==> config.mk <==
export PLATFORM = sky130hd
export DESIGN_NAME = spill_timer
export DESIGN_NICKNAME = d
export VERILOG_FILES = /design/src/rtl/spill_timer_pkg.sv /design/src/rtl/spt_arm_ctrl.sv /design/src/rtl/spt_downcount.sv /design/src/rtl/spill_timer.sv
export SDC_FILE = /design/constraint.sdc
export NUM_CORES = 1
export LEC_CHECK = 0
export BUFFER_PORTS_ARGS = -buffer_cell sky130_fd_sc_hd__buf_2
export CAP_MARGIN = 20
export CELL_PAD_IN_SITES_DETAIL_PLACEMENT = 1
export CELL_PAD_IN_SITES_GLOBAL_PLACEMENT = 1
export CORE_MARGIN = 4
export CORE_UTILIZATION = 36
export DETAILED_ROUTE_END_ITERATION = 10
export MAX_ROUTING_LAYER = met4
export PLACE_DENSITY = 0.86
export SLEW_MARGIN = 0
export SYNTH_ARGS = -nofsm -noshare
export SYNTH_HDL_FRONTEND = slang
export SYNTH_HIERARCHICAL = 1
export SYNTH_SLANG_ARGS = --single-unit
export TNS_END_PERCENT = 20
==> constraint.sdc <==
create_clock -name clk -period 2.2 [get_ports clk]
set_clock_uncertainty 0.2 [all_clocks]
set_input_delay 0.11 -clock clk [delete_from_list [all_inputs] [get_ports clk]]
set_output_delay 0.11 -clock clk [all_outputs]
set_load 0.1 [all_outputs]
==> src/rtl/spill_timer_pkg.sv <==
package spill_timer_pkg;
    localparam int unsigned SPT_RELOAD_W = 10;

    typedef struct packed {
        logic spill;
        logic sts;
    } spt_flags_s;
endpackage

==> src/rtl/spt_arm_ctrl.sv <==
module spt_arm_ctrl (
    input  logic clk,
    input  logic rst_n,
    input  logic en_i,
    input  logic dist_mode_i,
    input  logic assign_i,
    input  logic all_assigned_i,
    input  logic eop_i,
    input  logic expire_i,
    output logic armed_o,
    output logic arm_evt_o
);
    logic armed_d, armed_q, arm_evt;

    always_comb begin
        arm_evt = en_i & (dist_mode_i ? all_assigned_i : assign_i);
        armed_d = armed_q;
        if (!en_i)                 armed_d = 1'b0;
        else if (arm_evt)          armed_d = 1'b1;
        else if (eop_i | expire_i) armed_d = 1'b0;
    end

    always_ff @(posedge clk) begin
        if (!rst_n) armed_q <= 1'b0;
        else        armed_q <= armed_d;
    end

    assign armed_o   = armed_q;
    assign arm_evt_o = arm_evt;

    AST_DIST_WAITS: assert property (@(posedge clk) disable iff (!rst_n)
        (!armed_q && dist_mode_i && !all_assigned_i) |=> !armed_q);
    AST_OFF_DISARMS: assert property (@(posedge clk) disable iff (!rst_n)
        !en_i |=> !armed_q);
endmodule

==> src/rtl/spt_downcount.sv <==
module spt_downcount #(
    parameter int unsigned W = 10
) (
    input  logic         clk,
    input  logic         rst_n,
    input  logic         load_i,
    input  logic         dec_i,
    input  logic [W-1:0] reload_i,
    output logic         zero_o
);
    logic [W-1:0] cnt_d, cnt_q;

    always_comb begin
        cnt_d = cnt_q;
        if (load_i)                    cnt_d = reload_i;
        else if (dec_i && cnt_q != '0) cnt_d = cnt_q - 1'b1;
    end

    always_ff @(posedge clk) begin
        if (!rst_n) cnt_q <= '0;
        else        cnt_q <= cnt_d;
    end

    assign zero_o = (cnt_q == '0);

    AST_CNT_STILL: assert property (@(posedge clk) disable iff (!rst_n)
        (!load_i && !dec_i) |=> $stable(cnt_q));
    AST_CNT_LOADED: assert property (@(posedge clk) disable iff (!rst_n)
        load_i |=> (cnt_q == $past(reload_i)));
endmodule

==> src/rtl/spill_timer.sv <==
module spill_timer
    import spill_timer_pkg::*;
#(
    parameter int unsigned RELOAD_W = SPT_RELOAD_W
) (
    input  logic                clk,
    input  logic                rst_n,
    input  logic                tick_i,
    input  logic [RELOAD_W-1:0] reload_i,
    input  logic                tmr_en_i,
    input  logic                dist_mode_i,
    input  logic                assign_i,
    input  logic                all_assigned_i,
    input  logic                char_sent_i,
    input  logic                eop_sent_i,
    input  logic                sts_clr_i,
    output logic                spill_o,
    output logic                timeout_sts_o
);
    logic armed, arm_evt, zero, load, dec, expire;
    spt_flags_s flags_d, flags_q;

    spt_arm_ctrl u_arm (
        .clk            (clk),
        .rst_n          (rst_n),
        .en_i           (tmr_en_i),
        .dist_mode_i    (dist_mode_i),
        .assign_i       (assign_i),
        .all_assigned_i (all_assigned_i),
        .eop_i          (eop_sent_i),
        .expire_i       (expire),
        .armed_o        (armed),
        .arm_evt_o      (arm_evt)
    );

    spt_downcount #(.W(RELOAD_W)) u_cnt (
        .clk      (clk),
        .rst_n    (rst_n),
        .load_i   (load),
        .dec_i    (dec),
        .reload_i (reload_i),
        .zero_o   (zero)
    );

    always_comb begin
        load   = !tmr_en_i | arm_evt | (armed & char_sent_i);
        dec    = armed & tick_i;
        expire = tmr_en_i & armed & tick_i & zero
               & !char_sent_i & !eop_sent_i & !arm_evt;
        flags_d.spill = expire;
        flags_d.sts   = expire | (flags_q.sts & !sts_clr_i);
    end

    always_ff @(posedge clk) begin
        if (!rst_n) flags_q <= '0;
        else        flags_q <= flags_d;
    end

    assign spill_o       = flags_q.spill;
    assign timeout_sts_o = flags_q.sts;

    AST_SPILL_PULSE: assert property (@(posedge clk) disable iff (!rst_n)
        spill_o |=> !spill_o);
    AST_SPILL_FLAGS: assert property (@(posedge clk) disable iff (!rst_n)
        spill_o |-> timeout_sts_o);
    AST_STS_HOLDS: assert property (@(posedge clk) disable iff (!rst_n)
        (timeout_sts_o && !sts_clr_i) |=> timeout_sts_o);
    AST_SPILL_ON_TICK: assert property (@(posedge clk) disable iff (!rst_n)
        $rose(spill_o) |-> $past(tick_i));
    AST_OFF_QUIET: assert property (@(posedge clk) disable iff (!rst_n)
        !tmr_en_i |=> !spill_o);
endmodule

Word level (Yosys, flattened, before mapping)
Cells that the tools add are included.
{ "word_totals": {"reg_bits": 13, "latch_bits": 0, "ramBits": 0, "romBits": 0, "input_bits": 20, "output_inout_bits": 2, "elab_cells": 35, "memories": 0} }
{ "classes": {"add_sub_neg": 1, "n_mul": 0, "div": 0, "magnitude_cmp": 0, "n_eq_ne": 0, "n_shift": 0, "n_mux": 5, "bitwise_logic": 14, "n_reduce_logical": 11} }
{ "ops": {"columns": ["cell", "count"], "rows": [
  ["2-to-1 mux 10 bit", 2],
  ["bitwise AND 1 bit", 10],
  ["logical NOT 10 bit", 1],
  ["nonzero test 10 bit", 1],
  ["subtractor 10 x 1 -> 10 bit, second input constant", 1],
  ["logical NOT 1 bit", 5],
  ["OR 1 bit", 4],
  ["nonzero test 2 bit", 2],
  ["2-to-1 mux 1 bit", 3],
  ["AND reduction 2 bit", 1],
  ["logical AND 1 bit", 1]
]} }

Logic depth before layout (Yosys ltp)
{ "logic_depth": {"ltp_word": 9, "mapped_depth": 8, "ltp_nobuf": 7} }

Cells and area by module
The synthesis kept the hierarchy.
{ "modules_own_cells": {"columns": ["mod", "n_inst", "cells_each", "area_each_um2", "seq_area_each_um2"], "rows": [
  ["spt_downcount", 1, 74, 598.1, 200.2],
  ["spill_timer", 1, 11, 131.4, 40.0],
  ["spt_arm_ctrl", 1, 6, 53.8, 20.0]
]} }

Worst setup path after synthesis
Ideal clock, no wire load.
{ "synth_path": {"kind": "reg-to-reg", "from": "register u_cnt.cnt_q[0]", "to": "register u_arm.armed_q, in the netlist u_arm/armed_o", "setup_ps": 70, "t_arrival_ps": 1447, "required_time_ps": 1930, "setup_slack_ps": 483, "stages_incl_launch_ff": 8, "n_path_buf": 0, "period_less_slack_ps": 1717, "path_cell_list": "dfxtp_1 > inv_1 > ha_1 > nand4b_2 > inv_1 > nor4b_2 > or3b_1 > a21oi_1"} }
{ "synth_between": {"elab_chain_len": 7} }
{ "synth_rtl": {"columns": ["item", "line", "text"], "rows": [
  ["start: declaration", "spt_downcount.sv:11", "logic [W-1:0] cnt_d, cnt_q;"],
  ["start signal: assignment", "spt_downcount.sv:21", "else cnt_q <= cnt_d;"],
  ["logical NOT 10 bit", "spt_downcount.sv:24", "assign zero_o = (cnt_q == '0);"],
  ["via zero", "spill_timer.sv:20", "logic armed, arm_evt, zero, load, dec, expire;"],
  ["bitwise AND 1 bit", "spill_timer.sv:48", "expire = tmr_en_i & armed & tick_i & zero"],
  ["bitwise AND 1 bit (3 in series)", "spill_timer.sv:49", "& !char_sent_i & !eop_sent_i & !arm_evt;"],
  ["via expire", "spill_timer.sv:20", null],
  ["OR 1 bit", "spt_arm_ctrl.sv:20", "else if (eop_i | expire_i) armed_d = 1'b0;"],
  ["nonzero test 2 bit (no line)", null, null],
  ["end signal: assignment", "spt_arm_ctrl.sv:25", "else armed_q <= armed_d;"],
  ["end: declaration", "spt_arm_ctrl.sv:13", "logic armed_d, armed_q, arm_evt;"]
]} }
The timed path passes the listed nets, and every way through them passes these cells.
A chain may end at the register's enable or synchronous reset.

Worst setup path after layout
{ "layout_path": {"from": "input port tmr_en_i", "to": "register u_cnt.cnt_q[2]"} }
{ "layout_between": {"elab_chain_len": 4, "elab_cells_between_ends": 6, "cone_classes": "1 x mux; 3 x bitwise; 2 x reduce/logical"} }
{ "layout_rtl": {"columns": ["item", "line", "text"], "rows": [
  ["start: declaration", "spill_timer.sv:10", "input logic tmr_en_i,"],
  ["bitwise AND 1 bit (*)", "spt_arm_ctrl.sv:16", "arm_evt = en_i & (dist_mode_i ? all_assigned_i : assign_i);"],
  ["via arm_evt", "spill_timer.sv:20", null],
  ["OR 1 bit (*) (2 in series)", "spill_timer.sv:46", "load = !tmr_en_i | arm_evt | (armed & char_sent_i);"],
  ["via load", "spill_timer.sv:20", null],
  ["2-to-1 mux 10 bit or nonzero test 2 bit (tied branches)", null, null]
]} }
The timed path passes the listed nets; every way through them passes the cells marked *.

==> impl_results.md <==
- Status: finished clean
- Startpoint types: input pin
- Fin. Hold Viols: 0
- Number of I/O port buffers: 21
- Die span in x: 54.65 um
- Layout Nets: 159
- Worst EP arrival: 2.05 ns
- Die Span Y: 54.65 um
- Area grow syn2layout: 49.52%
- Seq cells post-synth: 13
- Register area share after synthesis: 33.23%
- Max rail drop VDD: 0.3788 mV
- CTS tree: yes
- Syn_nets: 112
- Die Footprint: 2986 um^2
- Number of synthesized flops with an enable pin: 0
- Worst setup EP type: flip-flop
- GRT Total Usage: 19.43%
- FF/Latch Area: 260.3 um^2
- Synth warn: 6
- CTS HTree Levels: 1
- Skew-Pair Late Insertion Delay: 0.27 ns
- Final ANT Viol Nets: 0
- Distinct cell type count after synthesis: 33
- Initial antenna violation count: 0
- Avg Inst Size Synth: 8.607 um^2
- Largest net degree at the start of global routing: 16
- Async set-reset flop share out of synthesis: 0%
- Row count: 16
- Hold_sp: all_assigned_i
- Tmin final: 2.071 ns
- Pre-CTS setup slack: 0.3057 ns
- Kind of critical path: input pin to flip-flop
- F_max: 482.9 MHz
- Hold endpoint: spill_o
- CTS Sinks: 13
- First DRT Iteration DRCs: 12
- Vias: 896
- Number of global-route vias before repair: 908
- Worst-case clock buffer depth: 2
- DRC viols: 0
- Multi-input gate area: 499.2 um^2
- Critical-path cell list: dlygate4sd3_1, buf_2, nor2b_2, nand3b_1, clkinvlp_4, o21ai_0, dlygate4sd3_1, nor2_1
- Total CTS buffers: 3
- DR vias/cell: 5.463
- Slew headroom: 67.79%
- Top FF cell, synth: dfxtp_1
- Critical Path Most Common Cell: dlygate4sd3_1
- Num ports: 22
- PwrDens: 484.2 nW/um^2
- Worst slew pin tran: 0.4865 ns
- Hold-critical path depth: 5
- Post-DP HPWL: 1513 um
- Worst Reg-to-Reg Cells: 7
- ANT cells: 0
- FF-to-FF Start: u_cnt/cnt_q[0]
- Slowest cell on the critical path: dlygate4sd3_1
- Share of layout cells above drive strength 1: 29.20%
- Reg2Reg Setup Slack: 0.27 ns
- WHS: 0.2052 ns
- Filler cell count: 252
- Gpl congestion: 0.7275
- Worst-path clk slew: 0.08 ns
- Worst EP required: 2.18 ns
- Synth Instances: 91
- Max Fanout on Critical Path: 5
- Syn Std Cell Area: 783.3 um^2
- Total Power: 567.1 uW
- Lkg Pwr: 0.5017 nW
- Final design utilization: 57.92%
- Slew Limit Fails: 0
- WL per Instance: 14.84 um
- WL final: 2433 um
- Setup violations, final: 0
- Slack of the critical path: 0.1290 ns
- Initial Util: 38.74%
- Gr ovfl total: 0
- Max-cap violations: 0
- DRT Pass-1 Iters: 4
- First-pass GRT wire length: 3953 um
- Tcrit/Tclk final: 94.14%
- CP peak stage delay: 0.56 ns
- R2r endpoint: u_arm/armed_o
- Core footprint: 2022 um^2
- Worst min path class: input pin to flip-flop
- Clock Tree Root: clkbuf_4
cell usage after synthesis (2+ instances only):
master / number / share of area [%]
inv_1: 4 / 1.9
a31oi_1: 2 / 1.6
nor2b_1: 2 / 1.6
nand3_1: 3 / 1.9
nand2b_1: 2 / 1.6
a21oi_1: 12 / 7.7
nand2_1: 6 / 2.9
dfxtp_1: 13 / 33
o21ai_0: 10 / 6.4
nor2_1: 6 / 2.9
nor4b_2: 2 / 3.8
nand3b_1: 2 / 1.9
clkbuf_1: 3 / 1.4
or3_1: 3 / 2.4
mux2i_1: 3 / 3.8
cell type report:
| cell class | instances | share of cell area (%) |
|---|---|---|
| inverter | 4 | 1.603 |
| timing repair buffer | 45 | 28.42 |
| multi-input combinational | 71 | 42.63 |
| tap | 27 | 2.885 |
| sequential | 13 | 22.22 |
| clock buffer | 4 | 2.244 |
report_power, final:
group	leakage (nW)	internal, mW	switching [mW]
Sequential	0.108	0.252	0.0214
Combinational	0.379	0.0791	0.0668
Clock	0.0150	0.0703	0.0776
Total	0.502	0.401	0.166
state kept, by name, indices dropped and copies added, names as in the netlist:
| register | count |
|---|---|
| spill_o | 1 |
| u_cnt/cnt_q | 10 |
| timeout_sts_o | 1 |
| u_arm/armed_o | 1 |
routing by layer:
metal,GRT usage (%),vias up,routed length (um)
li1,-,437,-
met1,20.07,432,933
met2,34.65,21,1343
met3,3.542,6,99
met4,9.959,0,57
met5,-,-,0
cells in the final DEF, fill, tap and decap left out, types with 2 or more instances in the layout:
master / instances
nor2_1: 6
nand3_1: 3
mux2i_1: 3
nand3b_1: 2
nand2_1: 6
inv_1: 3
or3_1: 3
clkbuf_4: 3
nand2b_1: 2
nor4b_2: 2
o21ai_0: 10
a31oi_1: 2
buf_4: 5
buf_2: 21
dlygate4sd3_1: 19
dfxtp_1: 13
a21oi_1: 12
how the worst max path moves through the flow:
stage	startpoint	to	depth (start not counted)
after global placement	u_cnt/cnt_q[0]	u_arm/armed_o	7
final	tmr_en_i	u_cnt/cnt_q[2]	8
after global routing	tmr_en_i	u_cnt/cnt_q[2]	8
after detailed placement	u_cnt/cnt_q[0]	u_arm/armed_o	7
after CTS	tmr_en_i	u_cnt/cnt_q[2]	8
after floorplan	u_cnt/cnt_q[0]	u_arm/armed_o	7
metrics by stage:
step	cell area, um^2	instances	TNS, ns
2_1_floorplan	783.3	91	0
3_3_place_gp	918.4	137	0
3_5_place_dp	918.4	137	0
4_1_cts	1135	160	0
5_1_grt	1171	164	-0.0002762
6_report	1171	164	0
cell families (layout without fill, tap and decap cells):
family / after synthesis / in the layout / share of synthesized area, %
multiplexers: 3 / 3 / 3.834
AO/OA/AOI/OAI: 30 / 30 / 23.32
buffers and inverters: 7 / 53 / 3.354
adder cells (fa/ha/maj): 1 / 1 / 1.597
flip-flops: 13 / 13 / 33.23
AND/OR/NAND/NOR: 37 / 37 / 34.66
critical path, delay by kind of cell:
family	cells	cell delay [ns]
AOI/OAI and AO/OA	1	0.16
buffers and inverters	4	1.40
and+or+nand+nor	3	0.38
timing repair:
item                                   4_1_cts  5_1_grt
setup endpoints to repair                    0        1
hold buffers                                19        0
buffers inserted                             0        4
endpoints found under the hold margin       13        0
gates resized for setup                      0        2
Power figures use the tool's default switching activity.
